### src/rtl/wrf_pkg.sv
package wrf_pkg;
    // status word layout
    localparam int STATUS_W = 8;
    localparam int C_POS    = 0;
    localparam int X_POS    = 4;
    localparam int M_POS    = 5;

    typedef struct packed {
        logic emu;
        logic m;
        logic x;
        logic c;
    } mode_t;

    localparam mode_t MODE_RESET = '{emu: 1'b1, m: 1'b1, x: 1'b1, c: 1'b0};
endpackage

### src/rtl/wrf_mode_ctrl.sv
module wrf_mode_ctrl
    import wrf_pkg::*;
(
    input  logic                clk,
    input  logic                rst,
    input  logic [STATUS_W-1:0] clr_mask_i,
    input  logic [STATUS_W-1:0] set_mask_i,
    input  logic                xchg_i,
    output logic                emu_o,
    output logic                m_o,
    output logic                x_o,
    output logic                x_next_o,
    output logic                c_o
);
    mode_t mode_d, mode_q;
    logic  unused_mask_bits;

    assign unused_mask_bits = ^{clr_mask_i, set_mask_i};

    always_comb begin
        mode_d = mode_q;
        // carry follows the masks in every mode
        if (clr_mask_i[C_POS]) mode_d.c = 1'b0;
        if (set_mask_i[C_POS]) mode_d.c = 1'b1;
        // width flags may only be cleared in native mode
        if (!mode_q.emu) begin
            if (clr_mask_i[M_POS]) mode_d.m = 1'b0;
            if (clr_mask_i[X_POS]) mode_d.x = 1'b0;
        end
        if (set_mask_i[M_POS]) mode_d.m = 1'b1;
        if (set_mask_i[X_POS]) mode_d.x = 1'b1;
        // exchange uses the carry after the masks
        if (xchg_i) begin
            mode_d.emu = mode_d.c;
            mode_d.c   = mode_q.emu;
        end
        if (mode_d.emu) begin
            mode_d.m = 1'b1;
            mode_d.x = 1'b1;
        end
        if (rst) mode_d = MODE_RESET;
    end

    always_ff @(posedge clk) begin
        mode_q <= mode_d;
    end

    assign emu_o    = mode_q.emu;
    assign m_o      = mode_q.m;
    assign x_o      = mode_q.x;
    assign c_o      = mode_q.c;
    assign x_next_o = mode_d.x;

    AST_EMU_PINS_WIDTH: assert property (@(posedge clk) disable iff (rst)
        emu_o |-> (m_o && x_o));

    AST_M_CLEAR_ALONE: assert property (@(posedge clk) disable iff (rst)
        (!emu_o && !xchg_i && clr_mask_i[M_POS] && !set_mask_i[M_POS]
         && !clr_mask_i[X_POS] && !set_mask_i[X_POS])
        |=> (!m_o && x_o == $past(x_o)));

    AST_XCHG_TRADES: assert property (@(posedge clk) disable iff (rst)
        (xchg_i && !clr_mask_i[C_POS] && !set_mask_i[C_POS])
        |=> (emu_o == $past(c_o) && c_o == $past(emu_o)));
endmodule

### src/rtl/wrf_accum.sv
module wrf_accum #(
    parameter int BYTE_W = 8,
    localparam int WORD_W = 2 * BYTE_W
) (
    input  logic              clk,
    input  logic              rst,
    input  logic              wide_i,
    input  logic              wr_i,
    input  logic [WORD_W-1:0] wr_data_i,
    input  logic              swap_i,
    output logic [WORD_W-1:0] acc_o
);
    typedef struct packed {
        logic [BYTE_W-1:0] hi;
        logic [BYTE_W-1:0] lo;
    } acc_t;

    acc_t acc_d, acc_q;

    always_comb begin
        acc_d = acc_q;
        if (swap_i) begin
            acc_d.lo = acc_q.hi;
            acc_d.hi = acc_q.lo;
        end
        if (wr_i) begin
            acc_d.lo = wr_data_i[BYTE_W-1:0];
            if (wide_i) acc_d.hi = wr_data_i[WORD_W-1:BYTE_W];
        end
        if (rst) acc_d = '0;
    end

    always_ff @(posedge clk) begin
        acc_q <= acc_d;
    end

    assign acc_o = wide_i ? {acc_q.hi, acc_q.lo} : {{BYTE_W{1'b0}}, acc_q.lo};

    AST_SWAP_EXCHANGES: assert property (@(posedge clk) disable iff (rst)
        (swap_i && !wr_i) |=> (acc_q.lo == $past(acc_q.hi) && acc_q.hi == $past(acc_q.lo)));

    AST_NARROW_WRITE_KEEPS_B: assert property (@(posedge clk) disable iff (rst)
        (wr_i && !wide_i && !swap_i) |=> (acc_q.hi == $past(acc_q.hi)));
endmodule

### src/rtl/wrf_index_lane.sv
module wrf_index_lane #(
    parameter int BYTE_W = 8,
    localparam int WORD_W = 2 * BYTE_W
) (
    input  logic              clk,
    input  logic              rst,
    input  logic              narrow_q_i,
    input  logic              narrow_d_i,
    input  logic              wr_i,
    input  logic [WORD_W-1:0] wr_data_i,
    output logic [WORD_W-1:0] val_o
);
    typedef struct packed {
        logic [BYTE_W-1:0] hi;
        logic [BYTE_W-1:0] lo;
    } idx_t;

    idx_t idx_d, idx_q;

    always_comb begin
        idx_d = idx_q;
        if (wr_i) begin
            idx_d.lo = wr_data_i[BYTE_W-1:0];
            if (!narrow_q_i) idx_d.hi = wr_data_i[WORD_W-1:BYTE_W];
        end
        if (narrow_d_i) idx_d.hi = '0;
        if (rst) idx_d = '0;
    end

    always_ff @(posedge clk) begin
        idx_q <= idx_d;
    end

    assign val_o = {idx_q.hi, idx_q.lo};

    AST_IDX_HIGH_ZERO: assert property (@(posedge clk) disable iff (rst)
        narrow_q_i |-> (val_o[WORD_W-1:BYTE_W] == '0));

    AST_IDX_WIDE_WRITE: assert property (@(posedge clk) disable iff (rst)
        (wr_i && !narrow_q_i && !narrow_d_i) |=> (val_o == $past(wr_data_i)));
endmodule

### src/rtl/wrf_regfile.sv
module wrf_regfile
    import wrf_pkg::*;
#(
    parameter int BYTE_W  = 8,
    parameter int NUM_IDX = 2,
    localparam int WORD_W = 2 * BYTE_W,
    localparam int SEL_W  = $clog2(NUM_IDX + 2)
) (
    input  logic                      clk,
    input  logic                      rst,
    input  logic                      wr_en_i,
    input  logic [SEL_W-1:0]          wr_sel_i,
    input  logic [WORD_W-1:0]         wr_data_i,
    input  logic [STATUS_W-1:0]       clr_mask_i,
    input  logic [STATUS_W-1:0]       set_mask_i,
    input  logic                      xchg_i,
    input  logic                      swap_i,
    output logic [WORD_W-1:0]         acc_o,
    output logic [NUM_IDX*WORD_W-1:0] idx_o,
    output logic                      m_flag_o,
    output logic                      x_flag_o,
    output logic                      emu_flag_o,
    output logic                      carry_o,
    output logic [1:0]                mem_cycles_o
);
    logic x_next;
    logic acc_wr;

    wrf_mode_ctrl i_mode (
        .clk        (clk),
        .rst        (rst),
        .clr_mask_i (clr_mask_i),
        .set_mask_i (set_mask_i),
        .xchg_i     (xchg_i),
        .emu_o      (emu_flag_o),
        .m_o        (m_flag_o),
        .x_o        (x_flag_o),
        .x_next_o   (x_next),
        .c_o        (carry_o)
    );

    assign acc_wr = wr_en_i && (wr_sel_i == '0);

    wrf_accum #(.BYTE_W(BYTE_W)) i_accum (
        .clk       (clk),
        .rst       (rst),
        .wide_i    (!m_flag_o),
        .wr_i      (acc_wr),
        .wr_data_i (wr_data_i),
        .swap_i    (swap_i),
        .acc_o     (acc_o)
    );

    for (genvar k = 0; k < NUM_IDX; k++) begin : g_lane
        logic lane_wr;
        assign lane_wr = wr_en_i && (wr_sel_i == SEL_W'(k + 1));
        wrf_index_lane #(.BYTE_W(BYTE_W)) i_lane (
            .clk        (clk),
            .rst        (rst),
            .narrow_q_i (x_flag_o),
            .narrow_d_i (x_next),
            .wr_i       (lane_wr),
            .wr_data_i  (wr_data_i),
            .val_o      (idx_o[k*WORD_W +: WORD_W])
        );
    end

    assign mem_cycles_o = m_flag_o ? 2'd1 : 2'd2;

    AST_NARROW_ACC_HIDES_B: assert property (@(posedge clk) disable iff (rst)
        (mem_cycles_o == 2'd1) |-> (acc_o[WORD_W-1:BYTE_W] == '0));
endmodule

### config.mk
export PLATFORM = sky130hd
export DESIGN_NAME = wrf_regfile
export DESIGN_NICKNAME = d
export VERILOG_FILES = /design/src/rtl/wrf_pkg.sv /design/src/rtl/wrf_mode_ctrl.sv /design/src/rtl/wrf_accum.sv /design/src/rtl/wrf_index_lane.sv /design/src/rtl/wrf_regfile.sv
export SDC_FILE = /design/constraint.sdc
export NUM_CORES = 1
export LEC_CHECK = 0
export BUFFER_PORTS_ARGS = -buffer_cell sky130_fd_sc_hd__buf_2
export CAP_MARGIN = 20
export CORE_ASPECT_RATIO = 1.25
export CORE_UTILIZATION = 43
export CTS_CLUSTER_DIAMETER = 80
export DETAILED_ROUTE_END_ITERATION = 6
export GPL_ROUTABILITY_DRIVEN = 0
export PLACE_DENSITY_LB_ADDON = 0.1
export SETUP_SLACK_MARGIN = 0.15
export SYNTH_ARGS = -nofsm -noshare
export SYNTH_HDL_FRONTEND = slang
export SYNTH_SLANG_ARGS = --single-unit
export TNS_END_PERCENT = 10
### constraint.sdc
create_clock -name clk -period 1.5 [get_ports clk]
set_input_delay 0.075 -clock clk [delete_from_list [all_inputs] [get_ports clk]]
set_output_delay 0.075 -clock clk [all_outputs]
set_load 0.1 [all_outputs]
# ---- Yosys cells after proc, flatten, opt, wreduce, memory -nomap -nowiden
# Cells that the tools add are included.
dict set report word_totals {
  reg_bits 52
  input_bits 39
  out_inout_bits 54
  wordCells 39
}
dict set report op_classes {
  n_eq_ne 2
  n_mux 15
  n_bitwise 2
  n_reduce_logical 10
}
# operator n
set ops {}
lappend ops {{16-bit two-way mux} 3}
lappend ops {{1-bit two-way mux} 8}
lappend ops {{8-bit two-way mux} 1}
lappend ops {{2-bit two-way mux} 3}
lappend ops {{2-bit AND reduction} 3}
lappend ops {{1-bit logical AND} 3}
lappend ops {{3-bit OR reduction} 1}
lappend ops {{2-bit by 1-bit == test with 1-bit output, second input constant} 1}
lappend ops {{2-bit == test, second input constant} 1}
lappend ops {{2-bit zero test} 1}
lappend ops {{1-bit NOT} 2}
lappend ops {{2-bit nonzero test} 1}
lappend ops {{2-bit OR reduction} 1}

# ---- Logic depth before layout (Yosys ltp)
dict set report logic_depth {
  depth_word 6
  ltp_mapped 5
  depth_no_buf 3
}

# ---- By module
# From an unflattened synthesis, not the netlist that was laid out.
dict set report hier_totals {
  cells_unflattened 220
  hier_area_um2 2329.7
}
# module n_inst cells_per_inst area_per_inst_um2 seq_area_each_um2
set modules_own_cells {}
lappend modules_own_cells {wrf_index_lane 2 54 599.3 320.3}
lappend modules_own_cells {wrf_accum 1 88 919.6 320.3}
lappend modules_own_cells {wrf_mode_ctrl 1 19 170.2 80.1}
lappend modules_own_cells {wrf_regfile 1 5 41.3 0.0}

# ---- Worst setup path before layout
# OpenSTA, ideal clock, no wires.
dict set report synth_timing {
  kind {reg-to-reg}
  startpoint {register i_mode.m_o (netlist name)}
  endpoint {register i_mode.mode_q (netlist bit i_mode.m_o)}
  setup_time_ns 0.058
  t_arrival_ns 2.151
  required_ns 1.442
  path_slack_ns -0.709
  stages_incl_launch_ff 4
  path_buffers 0
  period_less_slack_ns 2.209
  cell_sequence {dfxtp_1 inv_1 a21oi_1 or4_1}
}
# element line
set synth_lines {}
lappend synth_lines {{to (signal assigned)} wrf_mode_ctrl.sv:45} ;# mode_q <= mode_d;
lappend synth_lines {{to (decl)} wrf_mode_ctrl.sv:15} ;# mode_t mode_d, mode_q;

# ---- Final worst setup path
dict set report layout_timing {
  startpoint {register i_mode.mode_q (netlist bit i_mode.m_o)}
  endpoint {register i_accum.acc_q[14] in the netlist's numbering}
}
dict set report layout_between {
  elab_chain_len 2
}
# element line
set layout_rtl {}
lappend layout_rtl {{8-bit two-way mux} wrf_accum.sv:28} ;# if (wide_i) acc_d.hi = wr_data_i[WORD_W-1:BYTE_W];
lappend layout_rtl {{16-bit two-way mux} wrf_accum.sv:26} ;# if (wr_i) begin
lappend layout_rtl {{to (signal assigned)} wrf_accum.sv:34} ;# acc_q <= acc_d;
lappend layout_rtl {{to (decl)} wrf_accum.sv:18} ;# acc_t acc_d, acc_q;
# No other way between the ends.
# A chain may end at the register's enable or synchronous reset.

==> metrics.md <==
| Metric | Value |
|---|---|
| Psw | 0.7673 mW |
| Worst-path clk slew | 0.08 ns |
| Fin. Hold Viols | 0 |
| Starting Density | 44.63% |
| CP startpoint kind | register |
| Crit path kind | reg2reg |
| Share of layout cells above drive strength 1 | 43.84% |
| Final Setup Violations | 0 |
| Hold Path Depth | 2 |
| Port-buffer cells | 82 |
| Sw Share | 28.39% |
| Antenna violations before repair | 0 |
| Period minus WS final | 1.351 ns |
| Filler cell count | 472 |
| Placeable Area | 5044 um2 |
| Later-pin clock latency in the skew report | 0.30 ns |
| Vias per inst | 4.850 |
| Crit path max fanout | 16 |
| DR vias | 1,717 |
| R2R cell count | 4 |
| Die Y-Extent | 82.89 um |
| Outcome | complete, no violations |
| Area of the multi-input gates | 1076 um2 |
| FF+latch count, synth | 52 |
| # DRC | 0 |
| Crit path DAT | 1.53 ns |
| DRT iter0 DRCs | 54 |
| Part of the power in combinational logic | 16.2% |
| Sequential share of the synthesized area | 46.25% |
| Worst setup EP type | register |
| Fin cells | 354 |
| Top FF cell, synth | dfxtp_1 |
| Syn avg cell area | 10.37 um2 |
| Most used cells in the layout excluding fill and tap cells | buf_2 (73), mux2i_1 (48), dfxtp_1 (48), nor2_1 (29), nor3_1 (17) |
| WL per Instance | 12.93 um |
| # nets final | 331 |
| Largest net degree at the start of global routing | 33 |
| Setup tns final | 0 ns |
| Post-synth EDFFs | 0 |
| Post-Place Cells | 345 |
| Die X | 66.71 um |
| Die area | 5530 um2 |
| Seq pwr share | 52.8% |
| Synth warnings | 0 |
| Syn-to-layout area delta | 31.02% |
| H-tree depth | 2 |
| Cell row count | 29 |
| Part of the cycle the worst path needs | 90.08% |
| Final Total Pwr | 2.702 mW |
| Number of global-route vias before repair | 1,644 |
| Reg area | 1056 um2 |
| Worst-Margin Slew | 0.4936 ns |
| Total GRT Usage | 17.20% |
| DRT antenna net count | 0 |
| Maxcap violations | 0 |
| Most common cell after layout, fill and taps aside | buf_2 |
| Num ports | 93 |
| Slew Viols, Final | 0 |
| Power density over the cells | 916.4 nW/um2 |
| Peak Freq | 0.7401 GHz |
| Pre-Repair DR Iteration Count | 3 |
| Worst Hold Class | in2reg |
| Largest cells by area after synthesis | dfxtp_1 (46%), mux2i_1 (21%), nor2_1 (5.3%), a211oi_2 (4.4%), nor3_1 (3.8%) |
| Clock share of power | 30.9% |
| CP required | 1.68 ns |
| Worst VDD drop | 0.6277 mV |
| Syn nets | 256 |
| Clock buffer count from CTS | 5 |
| RSZ-0062 raised after global routing | yes |
| TritonCTS clock tree | built |
| HPWL Detailed | 3447 um |
| Leakage | 1.363 nW |
| Ant diodes | 0 |
| Grt total ovfl | 0 |
| Root buffer cell | clkbuf_8 |
| Clk buf depth | 2 |
| Ys async rst share | 0% |
| Relative slew slack | 67.32% |
| CTS sink cnt | 52 |
| Synth top area share | 46.25% |
| Layout Skew | 0.002591 ns |
| Synth area leader | dfxtp_1 |
| Mapped Area | 2251 um2 |
| Synth unique cells | 25 |
| Internal power | 1.935 mW |
| First-pass GRT wire length | 7396 um |
| Gate count of the mapped netlist | 217 |
| Drt total wl | 4577 um |
-- flip-flops by register name, summed over array words and instances (netlist names) --
name and count:
i_accum.acc_q 16, g_lane.i_lane.val_o 32, i_mode.x_o 1, i_mode.emu_o 1, i_mode.m_o 1, i_mode.c_o 1
-- worst max-delay path, stage by stage, from the launching register on --
cell and delay [ns]:
dfxtp_4 0.34, or4b_1 0.47, buf_4 0.23, nor2_1 0.13
a211oi_2 0.05
-- path summary, 6_finish.rpt --
kind                             startpoint                         to  slack, ns
setup reg to reg                 i_mode.m_o          i_accum.acc_q[14]       0.15
setup / recovery                 i_mode.m_o          i_accum.acc_q[14]       0.15
hold reg to reg   g_lane[1].i_lane.val_o[1]  g_lane[1].i_lane.val_o[1]       0.50
hold / removal                          rst                 i_mode.c_o      0.004
-- cell type report --
type,count,area share (%)
timing repair buffer,94,21.43
clock buffer,7,3.267
tap,62,2.630
multi-input combinational,137,36.49
inverter,2,0.3818
sequential,52,35.81
-- through the flow --
stage | area (um2) | util (%) | setup WS (ns) | hold WS (ns)
after CTS | 2944 | 58.37 | 0.1189 | 0.007129
after detailed placement | 2821 | 55.94 | 0.1449 | 0.2623
final | 2949 | 58.47 | 0.1488 | 0.003546
after global routing | 2949 | 58.47 | 0.09503 | 0.005230
after floorplan | 2303 | - | 0.004837 | 0.1682
after global placement | 2821 | 55.94 | 0.1792 | 0.2629
-- synthesized netlist by cell type, types with 2 or more instances --
cell type / count
clkbuf_1: 7
nand3b_1: 2
buf_2: 7
buf_4: 9
inv_1: 2
nor2_1: 32
nor3_1: 17
nand2b_1: 2
or2_2: 2
nor4bb_1: 2
dfxtp_1: 52
mux2i_1: 48
a211oi_2: 8
and2b_2: 8
a211oi_1: 9
-- power by group through the flow --
stage / clock [mW] / combinational [mW] / sequential [mW]
after floorplan: 0 / 0.211 / 1.59
after CTS: 0.872 / 0.442 / 1.43
after global routing: 0.930 / 0.465 / 1.43
final: 0.835 / 0.439 / 1.43
after detailed placement: 0 / 0.438 / 1.46
after global placement: 0 / 0.435 / 1.46
-- metal layers --
metal	share of wire, %	GRT usage [%]
met1	46	20.92
met2	47	28.47
met3	6.1	5.632
met4	1.0	4.642
met5	0	0
-- kinds of logic after synthesis --
kind of cell,after synthesis,synth area share (%)
and+or+nand+nor,69,16.34
muxes,48,21.35
buffers and inverters,28,7.615
AOI/OAI and AO/OA,20,8.449
DFF,52,46.25
-- what timing repair did --
| action | CTS | global route |
|---|---|---|
| endpoints found under the hold margin | 2 | 0 |
| gates cloned | 0 | 0 |
| hold buffers | 2 | 0 |
| endpoints found under the setup margin | 5 | 12 |
| buffers inserted | 0 | 0 |
| gates resized for setup | 2 | 2 |
Power figures use the tool's default switching activity.
